--- src/rtl/edge_trig_pkg.sv ---
package edge_trig_pkg;
  localparam int unsigned BUS_W     = 32;
  localparam int unsigned LANE_W    = 8;
  localparam int unsigned NUM_LANES = BUS_W / LANE_W;
  localparam int unsigned ADDR_W    = 3;

  localparam logic [ADDR_W-1:0] ADDR_RISE_EN   = 3'd0;
  localparam logic [ADDR_W-1:0] ADDR_FALL_EN   = 3'd1;
  localparam logic [ADDR_W-1:0] ADDR_SW_TRIG   = 3'd2;
  localparam logic [ADDR_W-1:0] ADDR_RISE_PEND = 3'd3;
  localparam logic [ADDR_W-1:0] ADDR_FALL_PEND = 3'd4;
endpackage

--- src/rtl/etu_sync.sv ---
module etu_sync #(
  parameter int unsigned NUM_LINES   = 16,
  parameter int unsigned SYNC_STAGES = 2
) (
  input  logic                 clk_i,
  input  logic                 rst_ni,
  input  logic [NUM_LINES-1:0] line_i,
  output logic [NUM_LINES-1:0] rise_o,
  output logic [NUM_LINES-1:0] fall_o
);
  // synchronizer stages plus one history flop for edge detection
  localparam int unsigned DEPTH = SYNC_STAGES + 1;

  logic [DEPTH-1:0][NUM_LINES-1:0] pipe_q;

  always_ff @(posedge clk_i or negedge rst_ni) begin
    if (!rst_ni) pipe_q <= '0;
    else         pipe_q <= {pipe_q[DEPTH-2:0], line_i};
  end

  assign rise_o = pipe_q[DEPTH-2] & ~pipe_q[DEPTH-1];
  assign fall_o = ~pipe_q[DEPTH-2] & pipe_q[DEPTH-1];
endmodule

--- src/rtl/etu_regs.sv ---
module etu_regs
  import edge_trig_pkg::*;
#(
  parameter int unsigned NUM_LINES = 16
) (
  input  logic                 clk_i,
  input  logic                 rst_ni,
  input  logic                 reg_wr_i,
  input  logic [ADDR_W-1:0]    reg_addr_i,
  input  logic [NUM_LANES-1:0] reg_be_i,
  input  logic [BUS_W-1:0]     reg_wdata_i,
  output logic [BUS_W-1:0]     reg_rdata_o,
  input  logic [NUM_LINES-1:0] rise_pend_i,
  input  logic [NUM_LINES-1:0] fall_pend_i,
  output logic [NUM_LINES-1:0] rise_en_o,
  output logic [NUM_LINES-1:0] fall_en_o,
  output logic [NUM_LINES-1:0] sw_trig_o,
  output logic [NUM_LINES-1:0] rise_clr_o,
  output logic [NUM_LINES-1:0] fall_clr_o,
  output logic                 sel_wr_o
);
  logic [NUM_LINES-1:0] lane_mask, wr_bits;
  logic [NUM_LINES-1:0] rise_en_q, fall_en_q, sw_q;
  logic hit_rise, hit_fall, hit_sw, hit_rclr, hit_fclr;

  for (genvar i = 0; i < NUM_LINES; i++) begin : g_lane
    assign lane_mask[i] = reg_be_i[i / LANE_W];
  end

  assign wr_bits  = reg_wdata_i[NUM_LINES-1:0] & lane_mask;
  assign hit_rise = reg_wr_i && (reg_addr_i == ADDR_RISE_EN);
  assign hit_fall = reg_wr_i && (reg_addr_i == ADDR_FALL_EN);
  assign hit_sw   = reg_wr_i && (reg_addr_i == ADDR_SW_TRIG);
  assign hit_rclr = reg_wr_i && (reg_addr_i == ADDR_RISE_PEND);
  assign hit_fclr = reg_wr_i && (reg_addr_i == ADDR_FALL_PEND);

  always_ff @(posedge clk_i or negedge rst_ni) begin
    if (!rst_ni) begin
      rise_en_q <= '0;
      fall_en_q <= '0;
      sw_q      <= '0;
    end else begin
      if (hit_rise) rise_en_q <= (rise_en_q & ~lane_mask) | wr_bits;
      if (hit_fall) fall_en_q <= (fall_en_q & ~lane_mask) | wr_bits;
      sw_q <= hit_sw ? wr_bits : '0;
    end
  end

  assign rise_en_o  = rise_en_q;
  assign fall_en_o  = fall_en_q;
  assign sw_trig_o  = sw_q;
  assign rise_clr_o = hit_rclr ? wr_bits : '0;
  assign fall_clr_o = hit_fclr ? wr_bits : '0;
  // edges landing on an enable write are not trusted
  assign sel_wr_o   = (hit_rise || hit_fall) && (|reg_be_i);

  always_comb begin
    reg_rdata_o = '0;
    case (reg_addr_i)
      ADDR_RISE_EN:   reg_rdata_o[NUM_LINES-1:0] = rise_en_q;
      ADDR_FALL_EN:   reg_rdata_o[NUM_LINES-1:0] = fall_en_q;
      ADDR_RISE_PEND: reg_rdata_o[NUM_LINES-1:0] = rise_pend_i;
      ADDR_FALL_PEND: reg_rdata_o[NUM_LINES-1:0] = fall_pend_i;
      default:        reg_rdata_o = '0;
    endcase
  end
endmodule

--- src/rtl/etu_pend.sv ---
module etu_pend #(
  parameter int unsigned NUM_LINES = 16
) (
  input  logic                 clk_i,
  input  logic                 rst_ni,
  input  logic [NUM_LINES-1:0] rise_edge_i,
  input  logic [NUM_LINES-1:0] fall_edge_i,
  input  logic [NUM_LINES-1:0] rise_en_i,
  input  logic [NUM_LINES-1:0] fall_en_i,
  input  logic [NUM_LINES-1:0] sw_trig_i,
  input  logic [NUM_LINES-1:0] int_mask_i,
  input  logic [NUM_LINES-1:0] evt_mask_i,
  input  logic [NUM_LINES-1:0] rise_clr_i,
  input  logic [NUM_LINES-1:0] fall_clr_i,
  input  logic                 sel_wr_i,
  output logic [NUM_LINES-1:0] rise_pend_o,
  output logic [NUM_LINES-1:0] fall_pend_o,
  output logic [NUM_LINES-1:0] irq_o,
  output logic [NUM_LINES-1:0] cpu_evt_o
);
  for (genvar i = 0; i < NUM_LINES; i++) begin : g_line
    logic rise_trig, fall_trig, rise_set, fall_set;
    logic rp_q, fp_q;

    assign rise_trig = rise_edge_i[i] & rise_en_i[i];
    assign fall_trig = fall_edge_i[i] & fall_en_i[i];
    assign rise_set  = int_mask_i[i] & (sw_trig_i[i] | (rise_trig & ~sel_wr_i));
    assign fall_set  = int_mask_i[i] & fall_trig & ~sel_wr_i;

    // set has priority over a same-cycle write-1 clear
    always_ff @(posedge clk_i or negedge rst_ni) begin
      if (!rst_ni) begin
        rp_q <= 1'b0;
        fp_q <= 1'b0;
      end else begin
        rp_q <= rise_set | (rp_q & ~rise_clr_i[i]);
        fp_q <= fall_set | (fp_q & ~fall_clr_i[i]);
      end
    end

    assign rise_pend_o[i] = rp_q;
    assign fall_pend_o[i] = fp_q;
    assign irq_o[i]       = rp_q | fp_q;
    assign cpu_evt_o[i]   = evt_mask_i[i] & (rise_trig | fall_trig | sw_trig_i[i]);
  end
endmodule

--- src/rtl/edge_trig_unit.sv ---
module edge_trig_unit
  import edge_trig_pkg::*;
#(
  parameter int unsigned NUM_LINES   = 16,
  parameter int unsigned SYNC_STAGES = 2
) (
  input  logic                 clk_i,
  input  logic                 rst_ni,
  input  logic [NUM_LINES-1:0] line_i,
  input  logic [NUM_LINES-1:0] int_mask_i,
  input  logic [NUM_LINES-1:0] evt_mask_i,
  input  logic                 reg_wr_i,
  input  logic [ADDR_W-1:0]    reg_addr_i,
  input  logic [NUM_LANES-1:0] reg_be_i,
  input  logic [BUS_W-1:0]     reg_wdata_i,
  output logic [BUS_W-1:0]     reg_rdata_o,
  output logic [NUM_LINES-1:0] irq_o,
  output logic [NUM_LINES-1:0] cpu_evt_o
);
  if (NUM_LINES == 0 || NUM_LINES > BUS_W || SYNC_STAGES < 1) begin : g_bad_cfg
    $error("edge_trig_unit: unsupported NUM_LINES or SYNC_STAGES");
  end

  logic [NUM_LINES-1:0] rise_edge, fall_edge;
  logic [NUM_LINES-1:0] rise_en, fall_en, sw_trig;
  logic [NUM_LINES-1:0] rise_clr, fall_clr, rise_pend, fall_pend;
  logic                 sel_wr;

  etu_sync #(.NUM_LINES(NUM_LINES), .SYNC_STAGES(SYNC_STAGES)) i_sync (
    .clk_i  (clk_i),
    .rst_ni (rst_ni),
    .line_i (line_i),
    .rise_o (rise_edge),
    .fall_o (fall_edge)
  );

  etu_regs #(.NUM_LINES(NUM_LINES)) i_regs (
    .clk_i       (clk_i),
    .rst_ni      (rst_ni),
    .reg_wr_i    (reg_wr_i),
    .reg_addr_i  (reg_addr_i),
    .reg_be_i    (reg_be_i),
    .reg_wdata_i (reg_wdata_i),
    .reg_rdata_o (reg_rdata_o),
    .rise_pend_i (rise_pend),
    .fall_pend_i (fall_pend),
    .rise_en_o   (rise_en),
    .fall_en_o   (fall_en),
    .sw_trig_o   (sw_trig),
    .rise_clr_o  (rise_clr),
    .fall_clr_o  (fall_clr),
    .sel_wr_o    (sel_wr)
  );

  etu_pend #(.NUM_LINES(NUM_LINES)) i_pend (
    .clk_i       (clk_i),
    .rst_ni      (rst_ni),
    .rise_edge_i (rise_edge),
    .fall_edge_i (fall_edge),
    .rise_en_i   (rise_en),
    .fall_en_i   (fall_en),
    .sw_trig_i   (sw_trig),
    .int_mask_i  (int_mask_i),
    .evt_mask_i  (evt_mask_i),
    .rise_clr_i  (rise_clr),
    .fall_clr_i  (fall_clr),
    .sel_wr_i    (sel_wr),
    .rise_pend_o (rise_pend),
    .fall_pend_o (fall_pend),
    .irq_o       (irq_o),
    .cpu_evt_o   (cpu_evt_o)
  );
endmodule

--- config.mk ---
export PLATFORM = sky130hd
export DESIGN_NAME = edge_trig_unit
export DESIGN_NICKNAME = d
export VERILOG_FILES = /design/src/rtl/edge_trig_pkg.sv /design/src/rtl/etu_sync.sv /design/src/rtl/etu_regs.sv /design/src/rtl/etu_pend.sv /design/src/rtl/edge_trig_unit.sv
export SDC_FILE = /design/constraint.sdc
export NUM_CORES = 1
export LEC_CHECK = 0
export BUFFER_PORTS_ARGS = -buffer_cell sky130_fd_sc_hd__buf_2
export CAP_MARGIN = 20
export CORE_ASPECT_RATIO = 1.25
export CORE_MARGIN = 2
export CORE_UTILIZATION = 59
export CTS_BUF_LIST = sky130_fd_sc_hd__clkbuf_4 sky130_fd_sc_hd__clkbuf_8
export CTS_CLUSTER_SIZE = 30
export DETAILED_ROUTE_END_ITERATION = 10
export HOLD_SLACK_MARGIN = 0.06
export PLACE_DENSITY_LB_ADDON = 0.1
export SLEW_MARGIN = 10
export SYNTH_ARGS = -nofsm -noshare
export SYNTH_HDL_FRONTEND = slang
export SYNTH_SLANG_ARGS = --single-unit
--- constraint.sdc ---
create_clock -name clk_i -period 4.8 [get_ports clk_i]
set_clock_uncertainty 0.15 [all_clocks]
set_input_delay 0.96 -clock clk_i [delete_from_list [all_inputs] [get_ports clk_i]]
set_output_delay 0.96 -clock clk_i [all_outputs]
set_load 0.03 [all_outputs]
==> results of run 1 <==
routing by layer:
| layer | part of all wire [%] | GRT usage, % | vias up |
|---|---|---|---|
| li1 | - | - | 2083 |
| met1 | 42 | 38.9 | 2274 |
| met2 | 49 | 47.1 | 205 |
| met3 | 6.6 | 5.38 | 40 |
| met4 | 3.2 | 15.3 | 0 |
| met5 | 0 | 0 | - |
kinds of logic after synthesis:
group / count (synthesis) / synth area share (%)
compound gates: 112 / 16.0
other cells: 1 / 0.0621
mux: 48 / 9.61
simple gates: 145 / 14.9
flops: 128 / 53.0
buf+inv: 74 / 6.50
layout by cell type (no fill, tap or decap), types with 17 or more instances in the layout:
| master | Yosys | layout |
|---|---|---|
| dfrtp_1 | 128 | 128 |
| buf_2 | 8 | 120 |
| nand2_1 | 49 | 49 |
| inv_1 | 31 | 31 |
| and3b_1 | 17 | 17 |
| o21ai_0 | 17 | 17 |
| clkbuf_8 | 0 | 17 |
metrics by stage:
stage	hold slack [ps]	cells	instance area, um^2	utilization (%)	power, uW
CTS	199	770	7040	70.1	3010
global placement	182	738	6670	66.3	2110
global route	205	771	7050	70.1	3140
finish	201	771	7050	70.1	3000
detailed placement	185	738	6670	66.3	2140
floorplan	181	523	6100	-	1910
power by group through the flow:
stage	combinational [uW]	clock [uW]	sequential, uW
global route	783	936	1430
floorplan	543	0	1370
detailed placement	721	0	1420
global placement	701	0	1410
CTS	725	892	1400
finish	721	880	1400
worst min path at each step:
stage	start	to	slack [ps]	cells past startpoint
floorplan	i_sync.pipe_q[0]$_DFF_PN0_	i_sync.pipe_q[16]$_DFF_PN0_	180	0
global placement	i_sync.pipe_q[10]$_DFF_PN0_	i_sync.pipe_q[26]$_DFF_PN0_	180	0
detailed placement	i_sync.pipe_q[3]$_DFF_PN0_	i_sync.pipe_q[19]$_DFF_PN0_	180	0
CTS	i_sync.pipe_q[4]$_DFF_PN0_	i_sync.pipe_q[20]$_DFF_PN0_	200	0
global route	i_sync.pipe_q[14]$_DFF_PN0_	i_sync.pipe_q[30]$_DFF_PN0_	210	0
finish	i_sync.pipe_q[3]$_DFF_PN0_	i_sync.pipe_q[19]$_DFF_PN0_	200	0
final cells by class:
class,instances,share of cell area (%)
well taps,129,2.29
flip-flops and latches,128,45.5
clock inverters,14,1.92
clock buffers,18,3.43
inverters,31,1.65
repair buffers,129,9.66
diodes,1,0.0355
multi-input cells,321,35.6
==> summary.md, run 1 <==
| Metric | Value |
|---|---|
| Via count | 4602 |
| Synth top area share | 53.0% |
| Vias in the first global route | between 4000 and 5000 |
| Routed WL per cell | approximately 20 um |
| Chip Height | ~120 um |
| R2r endpoint | i_pend.g_line[13].rp_q$_DFF_PN0_ |
| Largest net degree at the start of global routing | 67 |
| Drc violations | 0 |
| Worst Tran Pin Value | 1010 ps |
| Fin crit share | 74.1% |
| Fillers | approximately 780 |
| Multi-input gate area | 2510 um^2 |
| Routed Antenna Nets | 0 |
| Fin nets | just over 700 |
| EDFF count, synth | 0 |
| Crit-path slowest cell | nor2_2 |
| Area grow syn2layout | 16.6% |
| Placeable core region | about 10000 um^2 |
| Post-layout worst setup margin | about 1200 ps |
| Clock root cell | clkbuf_8 |
| Final hold viol count | 0 |
| Final setup fails | 0 |
| Drt first pass iters | 5 |
| Worst r2r path cells | 3 |
| Post-cts sizing count | 0 |
| Post-DP HPWL | 9870 um |
| FF/Latch Area | between 3000 and 4000 um^2 |
| Yosys reg bits | 128 |
| RR Startpoint | i_regs.sw_trig_o[13]$_DFF_PN0_ |
| Bufs on Longest Clock Path | 2 |
| Final wirelength | ~15000 um |
| Final Slew Violations | 0 |
| Post-synth top flop | dfrtp_1 |
| Crit start category | input port |
| Internal | between 1500 and 2000 uW |
| GRT overflow | 0 |
| Crit-path leading delay family | buffers and inverters |
| Die area | between 10000 and 15000 um^2 |
| Maximum VDD drop | 0.283 mV |
| HP Class | reg -> reg |
| Initial DRC Count | about 290 |
| P_leak | approximately 0.0034 uW |
| # rows | 41 |
| Worst Setup SP | reg_addr_i[2] |
| Ys async rst share | 100% |
| Hold Buf Count CTS | 0 |
| Final GP Congestion | about 0.82 |
| Dpl ws | ~1300 ps |
| Number of port buffers | 121 |
| Unique masters post-synth | 34 |
| Min Tclk post-route | ~3600 ps |
| CP Capture Type | output port |
| Setup slack, reg-to-reg | roughly 3400 ps |
| Post-Syn Area per Cell | 11.9 um^2 |
| Psw | between 1000 and 1500 uW |
| CP cell instances | buf_2 -> nor2_2 -> buf_4 -> o2bb2ai_1 -> buf_2 |
| Post CTS Setup Buffer Count | 0 |
| Status | complete, no violations |
| Post-synthesis sequential area ratio | 53.0% |
| Worst-path clk slew | 80 ps |
| Die X | around 95 um |
| Sw Ratio | roughly a third |
| MaxCap Viol Count | 0 |
| Most frequent cell on the critical path | buf_2 |
| Mapped Cells | slightly above 500 |
| Post-synth top cells | dfrtp_1 (128), nand2_1 (49), inv_1 (31) |
| Max Freq | around 280 MHz |
| Post-synth top area cell | dfrtp_1 |
| Max FO, Critical Path | 15 |
| # clock sinks | approximately 130 |
| IO Count | roughly 150 |
| Critical path arrival | approximately 2400 ps |
| Via/cell ratio | 5.97 |
| Yosys warns | 0 |
| Critical path depth in cells | 5 |
| TritonCTS clock tree | done |
| Top-count cell post-synth | dfrtp_1 |
| Clk_lat worst skew | roughly 450 ps |
| Crit path capture | reg_rdata_o[12] |
| GRT Total Usage | ~30% |
| Top cells by area, synth | dfrtp_1 (53%), mux2_4 (4.0%), nand2_1 (3.0%), mux2_2 (3.0%), mux2i_1 (2.7%) |
| RSZ-0062 raised after global routing | no |
| Power per cell area | around 430 nW/um^2 |
| Slew HR | between 30% and 40% |
| CTS H-tree lvls | 4 |
| Starting Density | 60.1% |
| Final setup TNS | 0 ps |
| Mapped Area | 6040 um^2 |
| Initial antenna violation count | 1 |
| First-pass GRT wire length | around 24000 um |
| CTS Buf Count | 17 |
| Slowest cell delay on critical path | 580 ps |
| Flop pwr share | a little under half |
| Power share of the combinational group | between 20% and 30% |
| WP buf/inv | 3 |
| Worst Path Required | approximately 3700 ps |
| Layout cells sized above 1 | roughly 35% |
| CP Class | in -> out |
| Clock network fraction of design power | ~29% |
Power figures use the tool's default switching activity.
==> inputs of run 2 (changes only) <==
- ABC_AREA: unset -> 1
- CORE_UTILIZATION: 59 -> 54
- clock period: 4.8 -> 3.7 ns (I/O delays scaled with it)
==> run 2 against run 1 <==
Synthesized area down 5.8%. Largest cell class unchanged. Via count up 5.7%. Routed wire length down 7.2%. Critical path type unchanged. Critical path depth unchanged. Highest routed layer unchanged. First-iteration DRC count down 21%. Flip-flop and latch count unchanged.
==> summary.md, run 2 <==
| Metric | Value |
|---|---|
| Number of port buffers | 121 (unchanged) |
| Most frequent cell on the critical path | buf_2 (unchanged) |
| Crit-path slowest cell | nand2_1 (was nor2_2) |
| Top-count cell post-synth | nand2_1 (was dfrtp_1) |
| R2r endpoint | i_pend.g_line[1].fp_q$_DFF_PN0_ (was i_pend.g_line[13].rp_q$_DFF_PN0_) |
| Fin nets | 865 (was 718) |
| Final setup fails | 0 (unchanged) |
| Hold Path Sink | i_sync.pipe_q[21]$_DFF_PN0_ (was i_sync.pipe_q[19]$_DFF_PN0_) |
| Area grow syn2layout | 19.3% (was 16.6%) |
| Die X | 95.8 um (was 94.5 um) |
| Largest net degree at the start of global routing | 73 (was 67) |
| Worst Path Required | 2810 ps (was 3690 ps) |
| Cells on Worst Hold Path | 0 (unchanged) |
| Via/cell ratio | 5.33 (was 5.97) |
| Final wirelength | 14200 um (was 15300 um) |
| Slowest cell delay on critical path | 490 ps (was 580 ps) |
| Vias in the first global route | 4769 (was 4804) |
| Ys async rst share | 100% (unchanged) |
| P_leak | 0.00330 uW (was 0.00336 uW) |
| Post-synthesis sequential area ratio | 56.3% (was 53.0%) |
| Fillers | 860 (was 778) |
| Worst-path clk slew | 70 ps (was 80 ps) |
| Sw Ratio | 28.7% (was 33.8%) |
| Post-Place Cell Area | 6360 um^2 (was 6670 um^2) |
| Psw | 1040 uW (was 1010 uW) |
| Flop pwr share | 47.3% (was 46.6%) |
| Max Freq | between 300 and 400 MHz |
| CTS Buf Count | 17 (unchanged) |
| Yosys warns | 0 (unchanged) |
| Power per cell area | 536 nW/um^2 (was 426 nW/um^2) |
| Top cells by area, synth | dfrtp_1 (56%), nand2_1 (12%), o21ai_0 (8.4%), inv_1 (5.5%), nand3_1 (3.1%) (was dfrtp_1 (53%), mux2_4 (4.0%), nand2_1 (3.0%), mux2_2 (3.0%), mux2i_1 (2.7%)) |
| HP Class | reg -> reg (unchanged) |
| Worst r2r path cells | 4 (was 3) |
| FF/Latch Area | 3200 um^2 (unchanged) |
| Crit start category | input port (unchanged) |
| First-pass GRT wire length | 22600 um (was 24300 um) |
| Via count | 4865 (was 4602) |
| # clock sinks | 128 (unchanged) |
| GRT Total Usage | 26.3% (was 29.5%) |
| Final hold viol count | 0 (unchanged) |
| ANT cells | 0 (was 1) |
| IO Count | 154 (unchanged) |
| Status | complete, no violations (unchanged) |
| Fin area | 6790 um^2 (was 7050 um^2) |
| Min Tclk post-route | 3160 ps |
| Maximum VDD drop | 0.300 mV (was 0.283 mV) |
| Fin crit share | a little under nine tenths |
| Drc violations | 0 (unchanged) |
| Final setup TNS | 0 ps (unchanged) |
| Multi-input gate area | 2040 um^2 (was 2510 um^2) |
| RSZ-0062 raised after global routing | no (unchanged) |
| Final GP Congestion | 0.842 (was 0.821) |
| Mapped Area | 5690 um^2 (was 6040 um^2) |
| Max FO, Critical Path | 16 (was 15) |
| Bufs on Longest Clock Path | 2 (unchanged) |
| Post-synth top area cell | dfrtp_1 (unchanged) |
| Synth top area share | 56.3% (was 53.0%) |
| Slew HR | 33.3% (was 32.2%) |
| Routed WL per cell | 15.5 um (was 19.8 um) |
| Starting Density | 56.0% (was 60.1%) |
| Clock network fraction of design power | 36.2% (was 29.3%) |
| CTS H-tree lvls | 4 (unchanged) |
| Clk_lat worst skew | 430 ps (was 450 ps) |
| Post-cts sizing count | 0 (unchanged) |
| Critical path arrival | 2270 ps (was 2440 ps) |
| Post-synth top cells | nand2_1 (179), dfrtp_1 (128), o21ai_0 (95) (was dfrtp_1 (128), nand2_1 (49), inv_1 (31)) |
| Initial DRC Count | 228 (was 287) |
| Internal | 2600 uW (was 1990 uW) |
| Mapped Cells | 649 (was 508) |
| # rows | 41 (unchanged) |
| Most common cell after layout, fill and taps aside | nand2_1 (was dfrtp_1) |
| Die area | 11400 um^2 (was 11100 um^2) |
| Unique masters post-synth | 22 (was 34) |
| Most frequent cells in the layout | nand2_1 (179), dfrtp_1 (128), buf_2 (120) (was dfrtp_1 (128), buf_2 (120), nand2_1 (49)) |
| Clock root cell | clkbuf_8 (unchanged) |
| Yosys reg bits | 128 (unchanged) |
| Hold Buf Count CTS | 0 (unchanged) |
| GRT overflow | 0 (unchanged) |
| Setup slack, reg-to-reg | 2600 ps (was 3360 ps) |
| Worst hold path startpoint | i_sync.pipe_q[5]$_DFF_PN0_ (was i_sync.pipe_q[3]$_DFF_PN0_) |
| Initial antenna violation count | 0 (was 1) |
| Layout cells sized above 1 | 22.7% (was 35.4%) |
| Worst Tran Pin Value | 997 ps (was 1010 ps) |
| MaxCap Viol Count | 0 (unchanged) |
| Post-synth top flop | dfrtp_1 (unchanged) |
| CP Capture Type | output port (unchanged) |
| TritonCTS clock tree | done (unchanged) |
| Post-Syn Area per Cell | 8.77 um^2 (was 11.9 um^2) |
| Post-DP HPWL | 9590 um (was 9870 um) |
| Chip Height | 119 um (was 117 um) |
| EDFF count, synth | 0 (unchanged) |
| Worst hold margin | 200 ps (was 201 ps) |
| CP Class | in -> out (unchanged) |
| Final Slew Violations | 0 (unchanged) |
| Power share of the combinational group | 16.5% (was 24.0%) |
| Post CTS Setup Buffer Count | 0 (unchanged) |
| Drt first pass iters | 5 (unchanged) |
| CP cell instances | buf_2 -> nor2_1 -> nand2_1 -> o2111ai_1 -> buf_2 (was buf_2 -> nor2_2 -> buf_4 -> o2bb2ai_1 -> buf_2) |
| Routed Antenna Nets | 0 (unchanged) |
| Placeable core region | 10200 um^2 (was 10100 um^2) |
==> run 2: cell count changes in the layout (fill, tap and decap cells not counted), moves of 17 or more <==
cell     change
inv_1       +53
o21ai_0     +78
nand2_1    +130
nand3_1     +35
and3b_1     -17
==> run 2: cell families after synthesis <==
| kind of cell | share of synthesized area, % |
|---|---|
| flip-flops | 56.3 |
| AO/OA/AOI/OAI | 13.0 |
| AND/OR/NAND/NOR | 21.7 |
| buffers and inverters | 8.95 |
| other | 0.0659 |
==> run 2: metal layers <==
metal	GRT usage, %	routed length [um]	vias to the layer above
met5	0	0	-
met4	10.1	262	0
met3	5.80	986	25
met2	42.0	6950	203
met1	34.8	5970	2328
li1	-	-	2309
==> run 2: final cells by class <==
cell class | count | area share (%)
Sequential cell | 128 | 47.2
Clock buffer | 22 | 4.46
Clock inverter | 6 | 1.92
Multi-Input combinational cell | 420 | 30.0
Timing Repair Buffer | 124 | 9.47
Tap cell | 129 | 2.38
Inverter | 84 | 4.64
==> run 2: worst max path at each step <==
stage | from | end | slack [ps] | cells after the start
2_1_floorplan | reg_addr_i[2] | reg_rdata_o[10] | 980 | 4
3_3_place_gp | reg_addr_i[2] | reg_rdata_o[5] | 590 | 5
3_5_place_dp | reg_addr_i[1] | reg_rdata_o[5] | 550 | 5
4_1_cts | reg_addr_i[1] | reg_rdata_o[5] | 530 | 5
5_1_grt | reg_addr_i[1] | reg_rdata_o[0] | 430 | 5
6_report | reg_addr_i[1] | reg_rdata_o[5] | 540 | 5
==> run 2: stage by stage <==
step,setup WS (ps),cells,total power (uW),util [%]
CTS,530,913,3660,66.9
global placement,591,885,2320,62.6
global route,425,913,3820,66.9
floorplan,985,664,2130,-
detailed placement,548,885,2350,62.6
finish,535,913,3640,66.9
==> run 2: power groups by stage <==
| stage | combinational [uW] | clock, uW | sequential [uW] |
|---|---|---|---|
| floorplan | 430 | 0 | 1700 |
| global placement | 585 | 0 | 1740 |
| detailed placement | 602 | 0 | 1740 |
| CTS | 604 | 1330 | 1720 |
| global route | 677 | 1400 | 1750 |
| finish | 601 | 1320 | 1720 |
==> run 2: worst max-delay path, delay by kind of cell <==
family | cells | cell delay [ps]
AND/OR/NAND/NOR | 2 | 660
AO/OA/AOI/OAI | 1 | 460
buffers and inverters | 2 | 410
==> inputs of run 3 (changes only) <==
--- a/config.mk
+++ b/config.mk
@@ -15,4 +15,5 @@
 export CTS_CLUSTER_SIZE = 30
 export DETAILED_ROUTE_END_ITERATION = 10
+export GPL_ROUTABILITY_DRIVEN = 0
 export HOLD_SLACK_MARGIN = 0.06
 export PLACE_DENSITY_LB_ADDON = 0.1
==> constraint.sdc (replaced) <==
create_clock -name clk_i -period 3.7 [get_ports clk_i]
set_clock_uncertainty 0.15 [all_clocks]
set_input_delay 0.185 -clock clk_i [delete_from_list [all_inputs] [get_ports clk_i]]
set_output_delay 0.185 -clock clk_i [all_outputs]
set_load 0.03 [all_outputs]
==> run 3 against run 2 <==
First-iteration DRC count is 64% higher. Highest routed layer unchanged. Critical path type is now in -> reg. Global-route usage is 0.94 points higher. Power is 4.0% higher. Fmax is 48% higher. Worst hold slack worse by 53 ps. Combinational power is 7.8% higher. Sequential power hardly changed. Via count is 5.4% higher. Die area stayed put. Clock power is 7% higher.
==> summary.md, run 3 (synthesized netlist as in run 2, its figures left out) <==
| Metric | Value |
|---|---|
| Worst-path clk slew | 80 ps (was 70 ps) |
| Final hold viol count | 0 (unchanged) |
| Placeable core region | 10200 um^2 (unchanged) |
| Via/cell ratio | 5.30 (was 5.33) |
| CP Class | in -> reg (was in -> out) |
| R2r endpoint | i_pend.g_line[1].fp_q$_DFF_PN0_ (unchanged) |
| Largest net degree at the start of global routing | 69 (was 73) |
| Critical path depth in cells | 5 (unchanged) |
| Post-cts sizing count | 0 (unchanged) |
| Layout cells sized above 1 | 21.6% (was 22.7%) |
| Bufs on Longest Clock Path | 2 (unchanged) |
| Vias in the first global route | 5139 (was 4769) |
| Setup slack, reg-to-reg | 2600 ps (about the same) |
| Most frequent cell on the critical path | nand2_1 (was buf_2) |
| Multi-input gate area | 2040 um^2 (unchanged) |
| Die area | 11400 um^2 (unchanged) |
| Met3 GRT Util | 5.54% (was 5.80%) |
| Drc violations | 0 (unchanged) |
| Critical path arrival | 2280 ps (was 2270 ps) |
| Status | complete, no violations (unchanged) |
| CTS Buf Count | 17 (unchanged) |
| Crit-path slowest cell | nor3_4 (was nand2_1) |
| Number of port buffers | 121 (unchanged) |
| Dpl ws | 1260 ps (was 548 ps) |
| # rows | 41 (unchanged) |
| Gr busiest metal | met2 (unchanged) |
| Most common cell after layout, fill and taps aside | nand2_1 (unchanged) |
| CP cell instances | buf_2 -> nor3_4 -> nand2_1 -> o21ai_0 -> nand2_1 (was buf_2 -> nor2_1 -> nand2_1 -> o2111ai_1 -> buf_2) |
| CP Capture Type | flop (was output port) |
| Initial DRC Count | 373 (was 228) |
| P_leak | 0.00352 uW (was 0.00330 uW) |
| ANT cells | 0 (unchanged) |
| Slowest cell delay on critical path | 750 ps (was 490 ps) |
| Worst Setup SP | reg_addr_i[1] (unchanged) |
| Final wirelength | 14600 um (was 14200 um) |
| Post-layout worst setup margin | 1560 ps (was 535 ps) |
| Grt met1 use | 35.6% (was 34.8%) |
| WP buf/inv | 1 (was 2) |
| Drt first pass iters | 5 (unchanged) |
| Crit path capture | i_pend.g_line[0].fp_q$_DFF_PN0_ (was reg_rdata_o[5]) |
| HP Class | in -> reg (was reg -> reg) |
| Initial antenna violation count | 0 (unchanged) |
| Max FO, Critical Path | 17 (was 16) |
| Power per cell area | 515 nW/um^2 (was 536 nW/um^2) |
| Met2 Track Usage GR | 44.1% (was 42.0%) |
| Via count | 5126 (was 4865) |
| Crit start category | input port (unchanged) |
| RSZ-0062 raised after global routing | no (unchanged) |
| FF/Latch Area | 3200 um^2 (unchanged) |
| First-pass GRT wire length | 23800 um (was 22600 um) |
| Chip Height | 119 um (unchanged) |
| Fin crit share | 57.8% (was 85.5%) |
| GRT Total Usage | 27.3% (was 26.3%) |
| Slew HR | 36.8% (was 33.3%) |
| Worst Tran Pin Value | 945 ps (was 997 ps) |
| Die X | 95.8 um (unchanged) |
| Final setup TNS | 0 ps (unchanged) |
| Area grow syn2layout | 29.0% (was 19.3%) |
| CTS H-tree lvls | 4 (unchanged) |
| Clock root cell | clkbuf_8 (unchanged) |
| MaxCap Viol Count | 0 (unchanged) |
| Fillers | 819 (was 860) |
| Clk_lat worst skew | 420 ps (was 430 ps) |
| Worst hold path startpoint | reg_wr_i (was i_sync.pipe_q[5]$_DFF_PN0_) |
| Max Freq | 468 MHz (was 316 MHz) |
| Starting Density | 56.0% (unchanged) |
| Worst Path Required | 3850 ps (was 2810 ps) |
| Min Tclk post-route | 2140 ps (was 3160 ps) |
| # clock sinks | 128 (unchanged) |
| Final setup fails | 0 (unchanged) |
| Post-DP HPWL | 9390 um (was 9590 um) |
| GRT overflow | 0 (unchanged) |
| Most frequent cells in the layout | nand2_1 (179), dfrtp_1 (128), buf_2 (120) (unchanged) |
| TritonCTS clock tree | done (unchanged) |
| Routed Antenna Nets | 0 (unchanged) |
| IO Count | 154 (unchanged) |
| Fin nets | 915 (was 865) |
| Maximum VDD drop | 0.321 mV (was 0.300 mV) |
| Final Slew Violations | 0 (unchanged) |
| Routed WL per cell | 15.1 um (was 15.5 um) |
| Crit-path leading delay family | simple AND/OR/NAND/NOR gates (unchanged) |
| Worst r2r path cells | 4 (unchanged) |
run 3: cell types whose count changed in the layout (fill, tap and decap cells not counted):
cell / delta
clkinvlp_4: +4
clkinv_4: +3
buf_4: -1
clkinv_2: -2
bufinv_16: +1
dlygate4sd3_1: +51
clkbuf_8: -2
run 3: power breakdown:
group	switching, uW	internal (uW)	leakage [uW]
logic	416	232	0.00177
clock network	551	860	0.000227
registers	134	1590	0.00151
total	1100	2680	0.00352
run 3: how the worst min path moves through the flow:
stage                                        to  slack (ps)  cells after the start
floorplan                             async pin        -260                      0
global placement    i_sync.pipe_q[12]$_DFF_PN0_         140                      1
detailed placement   i_sync.pipe_q[6]$_DFF_PN0_         140                      1
CTS                                        flop         130                      3
global route                               flop         170                      3
finish                                     flop         150                      3
run 3: timing repair:
action | CTS | global route
buffers inserted | 0 | 0
hold buffers | 51 | 0
setup endpoints to repair | 0 | 0
hold endpoints to repair | 163 | 0
run 3: tightest hold or removal path, stage by stage:
cell and delay, ps:
buf_2 150, nand3_2 240, o21ai_1 100
run 3: area by class of cell:
type                    instances  area share (%)
clock buffers                  20            3.75
multi-input cells             420            27.7
repair buffers                174            15.6
well taps                     129            2.20
flip-flops and latches        128            43.6
inverters                      84            4.29
clock inverters                12            2.81
run 3: layer usage:
metal  vias up  wire [um]
met5         -          0
met4         0        332
met3        37       1090
met2       229       7190
met1      2448       6020
li1       2412          -
run 3: stage by stage:
step | std cells | util (%) | total power, uW | instance area (um^2) | hold WS [ps]
2_1_floorplan | 664 | - | 2130 | 5750 | -261
3_3_place_gp | 884 | 62.5 | 2320 | 6350 | 143
3_5_place_dp | 884 | 62.5 | 2350 | 6350 | 145
4_1_cts | 967 | 72.3 | 3800 | 7340 | 130
5_1_grt | 967 | 72.3 | 3960 | 7340 | 166
6_report | 967 | 72.3 | 3780 | 7340 | 147
